File: src/rtl/dsm_pkg.sv
package dsm_pkg;

  localparam int DW    = 32;
  localparam int LSB_W = 5;
  localparam int NB_W  = 6;

  localparam int N_CTL_RNG  = 3;
  localparam int N_STAT_RNG = 2;

  localparam logic [DW-1:0] NO_DISABLE = '1;

  typedef enum logic [1:0] {
    ST_DISABLED = 2'b00,
    ST_ENABLED  = 2'b01,
    ST_OTHER    = 2'b10,
    ST_UNMAPPED = 2'b11
  } dev_state_e;

  typedef struct packed {
    logic [31:0]   first_id;
    logic [31:0]   count;
    logic          bank;
    logic [DW-1:0] on_code;
    logic [DW-1:0] off_code;
    logic [31:0]   base_bit;
    logic [31:0]   width;
  } fld_rng_t;

  function automatic fld_rng_t mk_rng(input logic [31:0] f, input logic [31:0] c,
                                      input logic b, input logic [DW-1:0] on,
                                      input logic [DW-1:0] off, input logic [31:0] base,
                                      input logic [31:0] w);
    fld_rng_t r;
    r.first_id = f;
    r.count    = c;
    r.bank     = b;
    r.on_code  = on;
    r.off_code = off;
    r.base_bit = base;
    r.width    = w;
    return r;
  endfunction

  // Range tables: control (stat=0) and status (stat=1)
  function automatic fld_rng_t rng_at(input bit stat, input int idx);
    fld_rng_t r;
    r = '0;
    if (!stat) begin
      case (idx)
        0: r = mk_rng(32'd0,  32'd12, 1'b0, 32'd1, 32'd0,      32'd0,  32'd2);
        1: r = mk_rng(32'd12, 32'd1,  1'b0, 32'd3, 32'd0,      32'd30, 32'd2);
        2: r = mk_rng(32'd13, 32'd2,  1'b1, 32'd1, NO_DISABLE, 32'd0,  32'd1);
        default: r = '0;
      endcase
    end else begin
      case (idx)
        0: r = mk_rng(32'd0,  32'd10, 1'b0, 32'd1, 32'd0, 32'd0, 32'd3);
        1: r = mk_rng(32'd10, 32'd2,  1'b1, 32'd1, 32'd0, 32'd0, 32'd3);
        default: r = '0;
      endcase
    end
    return r;
  endfunction

  function automatic logic [DW-1:0] fld_mask(input logic [LSB_W-1:0] lsb,
                                             input logic [NB_W-1:0] nb);
    logic [DW-1:0] m;
    if (int'(nb) >= DW) m = '1;
    else                m = (DW'(1) << nb) - DW'(1);
    return m << lsb;
  endfunction

  function automatic logic [DW-1:0] fld_insert(input logic [DW-1:0] word,
                                               input logic [DW-1:0] code,
                                               input logic [LSB_W-1:0] lsb,
                                               input logic [NB_W-1:0] nb);
    logic [DW-1:0] m;
    m = fld_mask(lsb, nb);
    return (word & ~m) | ((code << lsb) & m);
  endfunction

  function automatic logic [DW-1:0] fld_extract(input logic [DW-1:0] word,
                                                input logic [LSB_W-1:0] lsb,
                                                input logic [NB_W-1:0] nb);
    return (word >> lsb) & fld_mask('0, nb);
  endfunction

endpackage

File: src/rtl/dsm_id_lookup.sv
module dsm_id_lookup
  import dsm_pkg::*;
#(
  parameter int ID_W     = 5,
  parameter bit STAT_MAP = 1'b0,
  parameter int N_RNG    = N_CTL_RNG
) (
  input  logic [ID_W-1:0]  id_i,
  output logic [N_RNG-1:0] hit_vec_o,
  output logic             bank_o,
  output logic [LSB_W-1:0] lsb_o,
  output logic [NB_W-1:0]  nbits_o,
  output logic [DW-1:0]    on_code_o,
  output logic [DW-1:0]    off_code_o
);

  logic [31:0] id32;
  assign id32 = 32'(id_i);

  logic             bank_v [N_RNG];
  logic [LSB_W-1:0] lsb_v  [N_RNG];
  logic [NB_W-1:0]  nb_v   [N_RNG];
  logic [DW-1:0]    on_v   [N_RNG];
  logic [DW-1:0]    off_v  [N_RNG];

  for (genvar g = 0; g < N_RNG; g++) begin : g_rng
    localparam fld_rng_t RNG = rng_at(STAT_MAP, g);
    logic [31:0] ofs;
    assign ofs            = id32 - RNG.first_id;
    assign hit_vec_o[g]   = (id32 >= RNG.first_id) && (id32 < RNG.first_id + RNG.count);
    assign lsb_v[g]       = LSB_W'(RNG.base_bit + ofs * RNG.width);
    assign nb_v[g]        = NB_W'(RNG.width);
    assign bank_v[g]      = RNG.bank;
    assign on_v[g]        = RNG.on_code;
    assign off_v[g]       = RNG.off_code;
  end

  // Lowest-numbered hit wins (ranges do not overlap)
  always_comb begin
    bank_o     = 1'b0;
    lsb_o      = '0;
    nbits_o    = '0;
    on_code_o  = '0;
    off_code_o = '0;
    for (int i = N_RNG - 1; i >= 0; i--) begin
      if (hit_vec_o[i]) begin
        bank_o     = bank_v[i];
        lsb_o      = lsb_v[i];
        nbits_o    = nb_v[i];
        on_code_o  = on_v[i];
        off_code_o = off_v[i];
      end
    end
  end

endmodule

File: src/rtl/dsm_ctl_bank.sv
module dsm_ctl_bank
  import dsm_pkg::*;
#(
  parameter logic [DW-1:0] RST_A = '0,
  parameter logic [DW-1:0] RST_B = '0
) (
  input  logic             clk,
  input  logic             rst_n,
  input  logic             fire_i,
  input  logic             bad_i,
  input  logic             rej_i,
  input  logic             bank_i,
  input  logic [LSB_W-1:0] lsb_i,
  input  logic [NB_W-1:0]  nbits_i,
  input  logic [DW-1:0]    code_i,
  output logic [DW-1:0]    ctl_a_o,
  output logic [DW-1:0]    ctl_b_o,
  output logic             bad_o,
  output logic             rej_o
);

  logic [DW-1:0] cur, nxt;

  assign cur = bank_i ? ctl_b_o : ctl_a_o;
  assign nxt = fld_insert(cur, code_i, lsb_i, nbits_i);

  always_ff @(posedge clk) begin
    if (!rst_n) begin
      ctl_a_o <= RST_A;
      ctl_b_o <= RST_B;
      bad_o   <= 1'b0;
      rej_o   <= 1'b0;
    end else begin
      bad_o <= bad_i;
      rej_o <= rej_i;
      if (fire_i && !bank_i) ctl_a_o <= nxt;
      if (fire_i &&  bank_i) ctl_b_o <= nxt;
    end
  end

endmodule

File: src/rtl/dsm_stat_decode.sv
module dsm_stat_decode
  import dsm_pkg::*;
(
  input  logic             hit_i,
  input  logic [DW-1:0]    word_i,
  input  logic [LSB_W-1:0] lsb_i,
  input  logic [NB_W-1:0]  nbits_i,
  input  logic [DW-1:0]    on_code_i,
  input  logic [DW-1:0]    off_code_i,
  output dev_state_e       state_o
);

  logic [DW-1:0] fld, wmask;

  assign fld   = fld_extract(word_i, lsb_i, nbits_i);
  assign wmask = fld_mask('0, nbits_i);

  always_comb begin
    if (!hit_i)                          state_o = ST_UNMAPPED;
    else if (fld == (on_code_i & wmask))  state_o = ST_ENABLED;
    else if (fld == (off_code_i & wmask)) state_o = ST_DISABLED;
    else                                 state_o = ST_OTHER;
  end

endmodule

File: src/rtl/dsm_devstate_mapper.sv
module dsm_devstate_mapper
  import dsm_pkg::*;
#(
  parameter int              ID_W  = 5,
  parameter logic [DW-1:0]   RST_A = '0,
  parameter logic [DW-1:0]   RST_B = '0
) (
  input  logic            clk,
  input  logic            rst_n,
  input  logic            req_valid_i,
  input  logic [ID_W-1:0] req_id_i,
  input  logic            req_on_i,
  input  logic [ID_W-1:0] qry_id_i,
  input  logic [DW-1:0]   stat_a_i,
  input  logic [DW-1:0]   stat_b_i,
  output logic [DW-1:0]   ctl_a_o,
  output logic [DW-1:0]   ctl_b_o,
  output logic            bad_id_o,
  output logic            reject_o,
  output logic [1:0]      qry_state_o
);

  // control side
  logic [N_CTL_RNG-1:0] ctl_hit_vec;
  logic                 ctl_hit;
  logic                 ctl_bank;
  logic [LSB_W-1:0]     ctl_lsb;
  logic [NB_W-1:0]      ctl_nb;
  logic [DW-1:0]        ctl_on, ctl_off, ctl_code;
  logic                 ctl_fire, ctl_bad, ctl_rej;

  dsm_id_lookup #(.ID_W(ID_W), .STAT_MAP(1'b0), .N_RNG(N_CTL_RNG)) u_ctl_lu (
    .id_i       (req_id_i),
    .hit_vec_o  (ctl_hit_vec),
    .bank_o     (ctl_bank),
    .lsb_o      (ctl_lsb),
    .nbits_o    (ctl_nb),
    .on_code_o  (ctl_on),
    .off_code_o (ctl_off)
  );

  assign ctl_hit  = |ctl_hit_vec;
  assign ctl_code = req_on_i ? ctl_on : ctl_off;
  assign ctl_rej  = req_valid_i && ctl_hit && !req_on_i && (ctl_off == NO_DISABLE);
  assign ctl_bad  = req_valid_i && !ctl_hit;
  assign ctl_fire = req_valid_i && ctl_hit && !ctl_rej;

  dsm_ctl_bank #(.RST_A(RST_A), .RST_B(RST_B)) u_bank (
    .clk     (clk),
    .rst_n   (rst_n),
    .fire_i  (ctl_fire),
    .bad_i   (ctl_bad),
    .rej_i   (ctl_rej),
    .bank_i  (ctl_bank),
    .lsb_i   (ctl_lsb),
    .nbits_i (ctl_nb),
    .code_i  (ctl_code),
    .ctl_a_o (ctl_a_o),
    .ctl_b_o (ctl_b_o),
    .bad_o   (bad_id_o),
    .rej_o   (reject_o)
  );

  // status side
  logic [N_STAT_RNG-1:0] stat_hit_vec;
  logic                  stat_hit;
  logic                  stat_bank;
  logic [LSB_W-1:0]      stat_lsb;
  logic [NB_W-1:0]       stat_nb;
  logic [DW-1:0]         stat_on, stat_off, stat_word;
  dev_state_e            stat_state;

  dsm_id_lookup #(.ID_W(ID_W), .STAT_MAP(1'b1), .N_RNG(N_STAT_RNG)) u_stat_lu (
    .id_i       (qry_id_i),
    .hit_vec_o  (stat_hit_vec),
    .bank_o     (stat_bank),
    .lsb_o      (stat_lsb),
    .nbits_o    (stat_nb),
    .on_code_o  (stat_on),
    .off_code_o (stat_off)
  );

  assign stat_hit  = |stat_hit_vec;
  assign stat_word = stat_bank ? stat_b_i : stat_a_i;

  dsm_stat_decode u_dec (
    .hit_i      (stat_hit),
    .word_i     (stat_word),
    .lsb_i      (stat_lsb),
    .nbits_i    (stat_nb),
    .on_code_i  (stat_on),
    .off_code_i (stat_off),
    .state_o    (stat_state)
  );

  assign qry_state_o = stat_state;

endmodule

File: config.mk
export PLATFORM = sky130hd
export DESIGN_NAME = dsm_devstate_mapper
export DESIGN_NICKNAME = d
export VERILOG_FILES = /design/src/rtl/dsm_pkg.sv /design/src/rtl/dsm_id_lookup.sv /design/src/rtl/dsm_ctl_bank.sv /design/src/rtl/dsm_stat_decode.sv /design/src/rtl/dsm_devstate_mapper.sv
export SDC_FILE = /design/constraint.sdc
export NUM_CORES = 1
export LEC_CHECK = 0
export BUFFER_PORTS_ARGS = -buffer_cell sky130_fd_sc_hd__buf_2
export CAP_MARGIN = 20
export CORE_MARGIN = 1
export CORE_UTILIZATION = 45
export DETAILED_ROUTE_END_ITERATION = 8
export PLACE_DENSITY = 0.67
export REMOVE_ABC_BUFFERS = 1
export SYNTH_ARGS = -nofsm -noshare
export SYNTH_HDL_FRONTEND = slang
export SYNTH_SLANG_ARGS = --single-unit
File: constraint.sdc
create_clock -name clk -period 8.3 [get_ports clk]
set_input_delay 2.075 -clock clk [delete_from_list [all_inputs] [get_ports clk]]
set_output_delay 2.075 -clock clk [all_outputs]
set_load 0.01 [all_outputs]
[Word level (Yosys, flattened, before mapping)]
Cells that the tools add are included.
Word-level totals
  bits of input ports: 78
  output and inout port bits: 68
  register bits after elaboration: 66
  word-level logic and storage cells: 87
Operators by class
  reduce and logical (&&, ||, !) cells: 19
  bitwise operators: 6
  muxes and demuxes: 31
  equality and inequality tests: 2
  multipliers: 2
  shift-type cells: 5
  $lt $le $gt $ge: 12
  add/subtract/negate cells: 6
Operator list (number)
  two-way mux 32 bit: 8
  AND 32 bit: 3
  << shifter 1 x 2 -> 32 bit (first input constant): 2
  << shifter 32 x 5 -> 32 bit: 2
  subtractor 32 x 2 -> 32 bit (second input constant): 2
  AND 1 x 32 -> 32 bit: 1
  equality test 32 bit: 1
  equality test 32 bit (second input constant): 1
  logical NOT 32 bit: 1
  multiplier 32 x 2 -> 5 bit (second input constant): 1
  inverter 32 bit: 1
  bitwise OR 32 bit: 1
  right shift 32 x 5 -> 32 bit: 1
  less-than comparator 5 x 4 -> 1 bit (second input constant): 5
  two-way mux 5 bit: 5
  two-way mux 2 bit: 9
  greater-or-equal comparator 5 x 4 -> 1 bit (second input constant): 3
  greater-or-equal comparator 2 x 6 -> 1 bit (second input constant): 2
  logical AND 1 bit: 12
  greater-or-equal comparator 5 x 1 -> 1 bit (second input constant): 2
  two-way mux 1 bit: 9
  subtractor 5 x 4 -> 6 bit (second input constant): 1
  adder 5 bit (first input constant): 1
  multiplier 5 x 2 -> 5 bit (second input constant): 1
  other kinds (5): 8

[Longest topological paths before layout]
Gate-level depths: netlist (run 1).
  depth in word-level cells: 12
  gate-level depth with buffers: 15
  gate-level depth less buffers: 12

[Hierarchy]
Synthesis (run 1) repeated with hierarchy kept, for this count alone.
Second synthesis, totals
  cells, all modules: 1791
  area, all modules: 13683.1 sq um
Modules (own cells, without submodules)
  dsm_ctl_bank: instances 1, sequential area each 1321.3 sq um, area each 7716.2 sq um, cells each 1022
  dsm_stat_decode: instances 1, sequential area each 0.0 sq um, area each 3303.2 sq um, cells each 442
  dsm_id_lookup at u_stat_lu: instances 1, sequential area each 0.0 sq um, area each 949.7 sq um, cells each 123
  dsm_devstate_mapper: instances 1, sequential area each 0.0 sq um, area each 919.6 sq um, cells each 90
  dsm_id_lookup at u_ctl_lu: instances 1, sequential area each 0.0 sq um, area each 794.5 sq um, cells each 114

[Worst setup path after synthesis (run 1)]
No wires, ideal clock.
  path type: input to output
  start: input port qry_id_i[2]
  end: output port qry_state_o[0]
  path buffers: 1
  required time: 6.225 ns
  cell stages on the path: 11
  arrival: 4.937 ns
  path slack: 1.288 ns
  cells stage by stage: inv_1 -> ha_1 -> a211o_1 -> buf_6 -> a21oi_4 -> mux4_2 -> a22o_1 -> o41ai_2 -> a41oi_1 -> or3_1 -> o32ai_1
On the way
  word-level cells in the longest chain between the ends: 11
  elaborated cells between the ends (all ways): 29
  classes of those cells: 2 x add/sub; 2 x mul; 5 x order compare; 1 x eq/ne; 2 x shift; 12 x mux; 2 x bitwise; 3 x reduce/logical
RTL lines
  start: declaration: RTL line dsm_devstate_mapper.sv:13  | input logic [ID_W-1:0] qry_id_i,
  parallel branches: the longest is 10 deep, another holds multiplier 32 x 2 -> 5 bit
  two-way mux 2 bit *: RTL line dsm_stat_decode.sv:19  | if (!hit_i) state_o = ST_UNMAPPED;
  end: declaration: RTL line dsm_devstate_mapper.sv:20  | output logic [1:0] qry_state_o
Every way passes the cells marked *.

[Final worst setup path (run 1)]
Same ends and word-level chain as after synthesis.

==> results.txt, run 1 <==
TNS Setup: 0 ns
Starting Density: 46.9%
hold path depth: 2
Tmin final: 7.64 ns
largest net degree at the start of global routing: 69
CTS tree: yes
Setup crit end kind: output port
clk root buf: clkbuf_16
ANT nets after route: 0
post-CTS sizing: 0
dominant synthesized flop cell: dfxtp_1
clock transition at the registers of the reported paths: 0.05 ns
outcome: complete, no violations
ys async rst share: 0%
Die Footprint: 0.0131 mm²
CP Cell Sequence: buf_2, inv_1, ha_1, a211o_1, a21oi_4, mux4_2, a22o_1, o41ai_2, a41oi_1, or3_1, o32ai_1, buf_2
Final Max Slew Viols: 0
Total Routing Usage GR: 31.1%
Synth area leaders: dfxtp_1, mux2i_1, nand2_1
sequential area share after synthesis: 23.2%
I/O pin count: 146
Mapped Avg Cell Area: 7.56 µm²
unique cell type count in the Yosys netlist: 79
Initial DRC Count: 671
per-cell routed wire length: 19.6 µm
post-CTS setup buffer count: 0
Pwr Total: 1.01 mW
Yosys top cell by area: dfxtp_1
pwr dens: 148 mW/mm²
setup violators final: 0
switching power: 0.323 mW
Post-Synthesis Cells: 754
final core occ: 56.1%
Flop pwr share: 31.7%
Max-slew headroom: 42.3%
Netlist Area Pre-Place: 0.00570 mm²
gpl congestion: 0.979
Total Routed Length: 20.5 mm
vias in the first global route: 6247
Remaining DRCs: 0
Gate power share: 26.8%
maximum vdd drop: 124 µV
H-tree levels: 3
total gr overflow: 0
WS Path Type: in -> out
Req. time, crit path: 6.23 ns
arrival time of the worst setup path: 5.57 ns
switching portion of total power: 32.0%
Reg2Reg Depth: 3
Setup Skew: 0.00998 ns
Post-synth top cells: nand2_1, dfxtp_1, nor2_1
max-cap violations: 0
yosys warns: 0
Max Fclk: 131 MHz
drt first pass iters: 5
WHS: 0.429 ns
worst reg2reg setup slack: 6.99 ns
Yosys top cell area share: 23.2%
Setup WS pre-CTS: 0.707 ns
Worst Setup Start Kind: input pin
final instance area: 0.00682 mm²
Hold Violations, Final: 0
post-route setup slack: 0.657 ns
first-pass GRT wire length: 32.0 mm
Slowest-stage cell, CP: mux4_2
ANT cells: 0
P_leak: 2.82 nW
CTS Sinks: 66
Die Y: 115 µm
CTS max path bufs: 2
hpwl dp: 15.0 mm
Worst path max stage delay: 0.56 ns
worst hold path class: reg -> reg
top-count cell post-synth: nand2_1
EDFF count, synth: 0
Clock Latency Late Sink: 0.34 ns
Core ar.: 0.0122 mm²
Worst-Margin Slew: 0.844 ns
DR vias/cell: 6.30
antenna violations before repair: 0
flops & latches, synth: 66
CTS Buf Count: 9
RSZ-0062 raised after global routing: false
Die W: 115 µm
Core Rows: 40
internal power: 0.686 mW
Clock power frac: 41.5%
via count: 6573
CTS Hold Bufs: 0
fin nets: 962
Area growth syn-to-layout: 19.7%
final worst path period share: 92.1%
buffers added on ports: 145
Placement Cell Area: 0.00647 mm²
Most common cell on crit path: buf_2
Post-Layout Cell Count: 1043
placed cell count: 1025
Max FO, Critical Path: 10
layout cell share with drive strength beyond 1: 24.6%
-- worst max-delay path: cells and delay by family --
| kind | cells | cell delay (ns) |
|---|---|---|
| mux | 1 | 0.56 |
| fa+ha+maj | 1 | 0.32 |
| simple gates | 1 | 0.35 |
| compound gates | 6 | 1.79 |
| buf+inv | 3 | 0.46 |
-- state kept, by name, indices dropped and copies added (netlist names) --
name and flops:
u_bank.bad_o 1, u_bank.ctl_b_o 32, u_bank.ctl_a_o 32, u_bank.rej_o 1
-- final timing paths --
check	startpoint	to
min	u_bank.ctl_b_o[13]	u_bank.ctl_b_o[13]
max reg2reg	u_bank.ctl_b_o[8]	u_bank.ctl_a_o[8]
min reg2reg	u_bank.ctl_b_o[13]	u_bank.ctl_b_o[13]
max	qry_id_i[2]	qry_state_o[0]
-- kinds of logic after synthesis --
logic type	share of synthesized area [%]
simple gates	21.1
compound gates	30.3
other cells	0.132
xor+xnor	1.69
fa+ha+maj	3.21
mux	13.5
buf+inv	6.85
flops	23.2
-- final cells by class --
cell class	count	area [µm²]
multi-input cells	613	3990
repair buffers	167	931
fillers	1175	5340
clock inverters	6	91.3
inverters	13	48.8
well taps	168	210
flip-flops and latches	66	1320
clock buffers	10	229
-- layer usage --
layer | track usage [%] | wire (µm) | vias to the layer above
met3 | 5.03 | 1710 | 59
met4 | 15.7 | 758 | 0
li1 | - | - | 3045
met2 | 51.0 | 9290 | 382
met5 | 0 | 0 | -
met1 | 39.6 | 8720 | 3087
-- cell usage in the layout (no fill, tap or decap), drive strengths merged, types with 10 or more instances in the layout --
cell,netlist,layout
nand3,43,43
o21ai,55,55
nor2,61,61
and3,10,10
mux2,10,10
mux2i,58,58
a21boi,28,28
nand2,101,101
a21oi,50,50
dfxtp,66,66
o31ai,10,10
o221ai,10,10
buf,13,167
clkbuf,49,10
ha,13,13
inv,13,13
o22ai,11,11
nor3,16,16
-- power groups by stage --
stage / logic (mW) / clock network, mW / registers [mW]
final: 0.270 / 0.419 / 0.320
after global routing: 0.291 / 0.430 / 0.320
after CTS: 0.260 / 0.420 / 0.320
after detailed placement: 0.259 / 0 / 0.327
after global placement: 0.257 / 0 / 0.327
after floorplan: 0.157 / 0 / 0.328
No activity file was read; power rests on OpenSTA's default activity.
==> inputs of run 2 (changes only) <==
Settings changed: GPL_TIMING_DRIVEN from default to 0, PLACE_DENSITY 0.67 to 0.61, SYNTH_HIERARCHICAL from default to 1.
==> results.txt, run 2 <==
outcome: finished with violations
violated checks: setup timing
via count: 14211 (+120%)
CTS Sinks: 66 (unchanged)
Synth Area in Adders: 1.85% (-1.4 points)
placed cell count: 2154 (+110%)
Post-synth top cells: nand2_1, buf_4, nor2_1
commonest non-fill, non-tap cell in the layout: nand2_1
Yosys top cell by area: dfxtp_1
vias in the first global route: 12799 (+100%)
fill count: 2880 (+150%)
Remaining DRCs: 0 (unchanged)
drt first pass iters: 6 (+1)
Max FO, Critical Path: 7 (-3)
synthesized-area fraction occupied by xor and xnor cells: 4.92% (+3.2 points)
TNS Setup: -0.0720 ns (-0.0720 ns)
Core ar.: 0.0298 mm² (+140%)
sequential area share after synthesis: 9.66% (-14 points)
Core Rows: 63 (+57%)
Die Y: 176 µm (+54%)
total gr overflow: 0 (unchanged)
arrival time of the worst setup path: 6.26 ns (+0.69 ns)
Max-slew headroom: 25.2% (-17 points)
Final Max Slew Viols: 0 (unchanged)
Yosys top cell area share: 9.66% (-14 points)
ys async rst share: 0% (unchanged)
fin nets: 1916 (+99%)
Total Routed Length: 46.4 mm (+130%)
yosys warns: 6 (+6)
Most common cell on crit path: or4_4
Clock Latency Late Sink: 0.34 ns (about the same)
Die Footprint: 0.0311 mm² (+140%)
P_leak: 5.77 nW (+100%)
CTS max path bufs: 2 (unchanged)
largest net degree at the start of global routing: 50 (-28%)
Worst-Margin Slew: 1.12 ns (+0.278 ns)
met2 wire length: 20.9 mm (+120%)
CTS Buf Count: 9 (unchanged)
Worst path max stage delay: 0.56 ns (about the same)
simple-gate portion of the synthesized area: 21.4% (+0.23 points)
ANT cells: 0 (unchanged)
Worst Setup Start Kind: input pin
flops & latches, synth: 66 (unchanged)
buffers added on ports: 145 (unchanged)
clk root buf: clkbuf_16
setup violators final: 2 (+2)
wire length on met3: 3.98 mm (+130%)
Max Fclk: 120 MHz (-8.3%)
clock transition at the registers of the reported paths: 0.06 ns (about the same)
Post-Synthesis Cells: 1791 (+140%)
CTS tree: yes
Synth area leaders: dfxtp_1, mux4_2, buf_4
max-cap violations: 0 (unchanged)
Largest regs: u_bank/ctl_a_o x32, u_bank/ctl_b_o x32
worst hold path class: reg -> reg
Die W: 176 µm (+54%)
I/O pin count: 146 (unchanged)
final worst path period share: 100% (+8.4 points)
gpl congestion: 0.969 (-1.0%)
DR vias/cell: 6.42 (+1.9%)
Pwr Total: 1.81 mW (+80%)
Tmin final: 8.34 ns (+0.693 ns)
antenna violations before repair: 0 (unchanged)
Initial DRC Count: 1720 (+160%)
worst reg2reg setup slack: 6.73 ns (-0.26 ns)
Netlist Area Pre-Place: 0.0137 mm² (+140%)
post-route setup slack: -0.0364 ns (-0.693 ns)
Setup crit end kind: output port
layout cell share with drive strength beyond 1: 25.9% (+1.3 points)
WHS: 0.453 ns (+0.0243 ns)
WS Path Type: in -> out
mux cell area share after synthesis: 23.5% (+10 points)
Synth Area in Compound Gates: 24.5% (-5.9 points)
ANT nets after route: 0 (unchanged)
Req. time, crit path: 6.23 ns (about the same)
per-cell routed wire length: 21.0 µm (+6.8%)
pwr dens: 121 mW/mm² (-18%)
Mapped Avg Cell Area: 7.64 µm² (+1.1%)
EDFF count, synth: 0 (unchanged)
Post-Layout Cell Count: 2214 (+110%)
dominant synthesized flop cell: dfxtp_1
wl on met1: 20.3 mm (+130%)
most frequent cells in the layout: nand2_1, buf_2, nor2_1, conb_1, a21oi_1
CP delay by family, top: simple AND/OR/NAND/NOR gates
top sig layer: met4
first-pass GRT wire length: 71.3 mm (+120%)
Setup WS pre-CTS: -0.894 ns (-1.60 ns)
top-count cell post-synth: nand2_1
CP Cell Sequence: buf_12, inv_8, ha_4, inv_1, ha_1, inv_2, fa_2, xor2_2, xnor2_1, a221o_2, or2_4, buf_4, or2_2, xor2_1, o22ai_1, or4_4, or4_4, nor4_4, a32oi_1, buf_2
RSZ-0062 raised after global routing: true
H-tree levels: 3 (unchanged)
hpwl dp: 33.4 mm (+120%)
Hold Violations, Final: 0 (unchanged)
unique cell type count in the Yosys netlist: 112 (+42%)
Area growth syn-to-layout: 9.46%
Slowest-stage cell, CP: or4_4
maximum vdd drop: 86.0 µV (-31%)
Setup Skew: 0.0106 ns (+0.000601 ns)
Starting Density: 45.9% (-0.94 points)
CP bufs+invs: 6 (+3)
Total Routing Usage GR: 28.7% (-2.5 points)
largest family of logic cells by synthesized area: compound AO/OA/AOI/OAI gates
## run 2: cell count changes after synthesis, moves of 34 or more
cell	delta
a21oi_1	+52
buf_2	+34
buf_4	+140
mux2_2	+79
mux4_2	+54
nand2_1	+70
nor2_1	+54
## run 2: final timing paths
check | from | cells after the start | end
worst max-delay path | qry_id_i[1] | 20 | qry_state_o[1]
worst max register to register | u_bank/ctl_b_o[25] | 6 | u_bank/ctl_b_o[25]
worst min register to register | u_bank/ctl_a_o[2] | 2 | u_bank/ctl_a_o[2]
worst min-delay path | u_bank/ctl_a_o[2] | 2 | u_bank/ctl_a_o[2]
## run 2: logic make-up (layout without fill, tap and decap cells)
| kind of cell | Yosys count | after routing |
|---|---|---|
| DFF | 66 | 66 |
| adders and majority gates | 19 | 19 |
| and+or+nand+nor | 576 | 576 |
| other | 2 | 101 |
| muxes | 238 | 238 |
| AOI/OAI and AO/OA | 487 | 487 |
| xor gates and xnor gates | 76 | 76 |
| buffers and inverters | 327 | 261 |
## run 2: layout make-up
| cell class | count | area (µm²) | area share (%) |
|---|---|---|---|
| Clock buffer | 9 | 225 | 1.50 |
| Clock inverter | 7 | 76.3 | 0.510 |
| Inverter | 34 | 141 | 0.944 |
| Multi-Input combinational cell | 1497 | 11100 | 74.4 |
| Sequential cell | 66 | 1320 | 8.82 |
| Tap cell | 390 | 488 | 3.26 |
| Timing Repair Buffer | 211 | 1580 | 10.5 |
## run 2: routing by layer
layer | GRT usage [%] | vias up
met3 | 4.67 | 102
met4 | 7.47 | 0
met2 | 45.0 | 767
met5 | 0 | -
li1 | - | 6505
met1 | 40.5 | 6837
## run 2: power breakdown
| part | switching, mW | internal (mW) |
|---|---|---|
| combinational | 0.629 | 0.452 |
| clock | 0.162 | 0.235 |
| sequential | 0.00665 | 0.327 |
## run 2: timing repair
item                       CTS  global route
setup endpoints to repair    2             2
pin swaps                   14            23
hold buffers                 0             0
setup buffers               23            18
resized for setup           50            30
cloned                       2             1
## run 2: worst register-to-register path, stage by stage, from the launching register on
cell	delay [ns]
dfxtp_1	0.32
mux2i_1	0.33
nand3_1	0.12
o211ai_1	0.11
a211oi_1	0.08
nor3_1	0.34
a21oi_1	0.12
## run 2: through the flow
stage / cell area, µm² / utilization, %
3_3_place_gp: 13500 / 45.1
3_5_place_dp: 13900 / 46.8
4_1_cts: 14700 / 49.3
6_report: 15000 / 50.3
5_1_grt: 15000 / 50.3
2_1_floorplan: 12200 / -
==> inputs of run 3 (changes only) <==
Settings changed: SLEW_MARGIN from default to 15.
Clock period 8.3 ns to 8.45 ns, I/O delays scaled along.
==> results.txt, run 3 (synthesized netlist as in run 2, its figures left out) <==
arrival time of the worst setup path: 6.23 ns (-0.03 ns)
Max-slew headroom: 23.7% (-1.5 points)
Largest regs: u_bank/ctl_a_o x32, u_bank/ctl_b_o x32
worst hold endpoint: u_bank/ctl_a_o[17]
final worst path period share: 98.7%
fill count: 2918 (+1.3%)
Max Fclk: 120 MHz
Die W: 176 µm (unchanged)
Reg2Reg Depth: 6 (unchanged)
Pwr Total: 1.77 mW (-2.3%)
max-cap violations: 0 (unchanged)
CTS Sinks: 66 (unchanged)
WHS: 0.454 ns (+0.000570 ns)
Core ar.: 0.0298 mm² (unchanged)
post-route setup slack: 0.108 ns (+0.145 ns)
largest net degree at the start of global routing: 50 (unchanged)
commonest non-fill, non-tap cell in the layout: nand2_1
Setup crit end kind: output port
ANT nets after route: 0 (unchanged)
Slowest-stage cell, CP: or4_4
CTS Buf Count: 9 (unchanged)
switching portion of total power: 44.0% (-0.056 points)
Final Max Slew Viols: 0 (unchanged)
CP bufs+invs: 6 (unchanged)
Flop pwr share: 18.5% (about the same)
gpl congestion: 0.969 (unchanged)
Hold Violations, Final: 0 (unchanged)
Core Rows: 63 (unchanged)
P_leak: 5.80 nW (+0.51%)
Die Footprint: 0.0311 mm² (unchanged)
most frequent cells in the layout: nand2_1, buf_2, nor2_1, conb_1, a21oi_1
I/O pin count: 146 (unchanged)
maximum vdd drop: 101 µV (+17%)
DR vias/cell: 6.40 (-0.28%)
setup violators final: 0 (-2)
Area growth syn-to-layout: 9.67%
CP delay by family, top: simple AND/OR/NAND/NOR gates
switching power: 0.778 mW (-2.4%)
ANT cells: 0 (unchanged)
Req. time, crit path: 6.34 ns (+0.11 ns)
clk root buf: clkbuf_16
Total Routing Usage GR: 29.3% (+0.57 points)
Starting Density: 45.9% (unchanged)
Setup WS pre-CTS: -0.806 ns (+0.0886 ns)
Tmin final: 8.34 ns
Die Y: 176 µm (unchanged)
clock transition at the registers of the reported paths: 0.06 ns (about the same)
antenna violations before repair: 0 (unchanged)
final core occ: 50.4% (+0.097 points)
Worst Setup Start Kind: input pin
CTS Hold Bufs: 0 (unchanged)
total gr overflow: 0 (unchanged)
first-pass GRT wire length: 72.7 mm (+2.0%)
hold path depth: 2 (unchanged)
Clock power frac: 21.9% (about the same)
Max FO, Critical Path: 7 (unchanged)
RSZ-0062 raised after global routing: false
Worst path max stage delay: 0.56 ns (about the same)
CTS max path bufs: 2 (unchanged)
Remaining DRCs: 0 (unchanged)
WS Path Type: in -> out
Worst-Margin Slew: 1.14 ns (+0.0189 ns)
worst hold path class: reg -> reg
Clock Latency Late Sink: 0.34 ns (about the same)
drt first pass iters: 6 (unchanged)
pwr dens: 118 mW/mm² (-2.5%)
Gate power share: 59.6% (about the same)
layout cell share with drive strength beyond 1: 25.6% (-0.25 points)
final instance area: 0.0150 mm² (+0.19%)
per-cell routed wire length: 21.0 µm (+0.36%)
Initial DRC Count: 1599 (-7.0%)
H-tree levels: 3 (unchanged)
CTS tree: yes
CP Cell Sequence: buf_8, inv_4, ha_4, inv_1, ha_1, inv_1, fa_2, xor2_1, xnor2_1, a221o_2, or2_4, buf_4, or2_4, xor2_1, o22ai_1, or4_1, or4_4, nor4_4, a32oi_1, buf_2
hold wc startpoint: u_bank/ctl_a_o[17]
fin nets: 1918 (+0.10%)
reg2reg end: u_bank/ctl_b_o[25]
internal power: 0.992 mW (-2.2%)
buffers added on ports: 145 (unchanged)
Setup Skew: 0.0117 ns (+0.00115 ns)
Placement Cell Area: 0.0141 mm² (+0.84%)
worst reg2reg setup slack: 6.91 ns (+0.18 ns)
Total Routed Length: 46.6 mm (+0.45%)
hpwl dp: 33.7 mm (+0.99%)
via count: 14184 (-0.19%)
vias in the first global route: 12990 (+1.5%)
Reg-to-Reg Start: u_bank/ctl_b_o[25]
outcome: complete, no violations
-- run 3: how the worst max path moves through the flow --
stage	startpoint	endpoint	cells past startpoint
after floorplan	req_id_i[4]	u_bank/ctl_a_o[30]	11
after detailed placement	qry_id_i[4]	qry_state_o[1]	17
after CTS	qry_id_i[2]	qry_state_o[1]	19
final	qry_id_i[1]	qry_state_o[1]	20
after global placement	req_id_i[4]	u_bank/ctl_a_o[30]	12
after global routing	qry_id_i[2]	qry_state_o[1]	18
-- run 3: per-layer routing --
metal | global-route usage (%) | share of wire, % | wire [µm]
met4 | 8.33 | 3.1 | 1450
met3 | 4.93 | 8.4 | 3930
met5 | 0 | 0 | 0
met2 | 46.0 | 45 | 20900
met1 | 40.8 | 44 | 20300
-- run 3: timing repair --
item / in CTS / in global routing
hold endpoints to repair: 0 / 0
setup endpoints to repair: 2 / 2
cloned: 4 / 0
gates resized for setup: 38 / 27
buffers inserted: 24 / 12
pin swaps: 16 / 24
-- run 3: worst reg2reg max path, cell delays in order (launching register included) --
cell	delay (ns)
dfxtp_1	0.32
mux2i_1	0.32
nand3_1	0.12
o211ai_1	0.10
a211oi_1	0.07
nor3_1	0.33
a21oi_1	0.12
-- run 3: power by group through the flow --
stage	registers (mW)	clock network [mW]	logic (mW)
floorplan	0.338	0	0.667
global placement	0.334	0	0.901
detailed placement	0.335	0	0.926
CTS	0.328	0.393	0.981
global route	0.329	0.410	1.13
finish	0.328	0.387	1.05
-- run 3: per-stage QoR --
stage | setup TNS (ns) | cells
floorplan | -134.62 | 1597
global placement | -415.25 | 2132
detailed placement | -1.61 | 2159
CTS | 0 | 2203
global route | 0 | 2216
finish | 0 | 2216
-- run 3: layout make-up --
class | instances | area (µm²) | area share [%]
flip-flops and latches | 66 | 1320 | 8.80
well taps | 390 | 488 | 3.25
inverters | 34 | 134 | 0.892
clock inverters | 7 | 76.3 | 0.509
multi-input cells | 1499 | 11100 | 74.0
repair buffers | 211 | 1660 | 11.1
clock buffers | 9 | 225 | 1.50
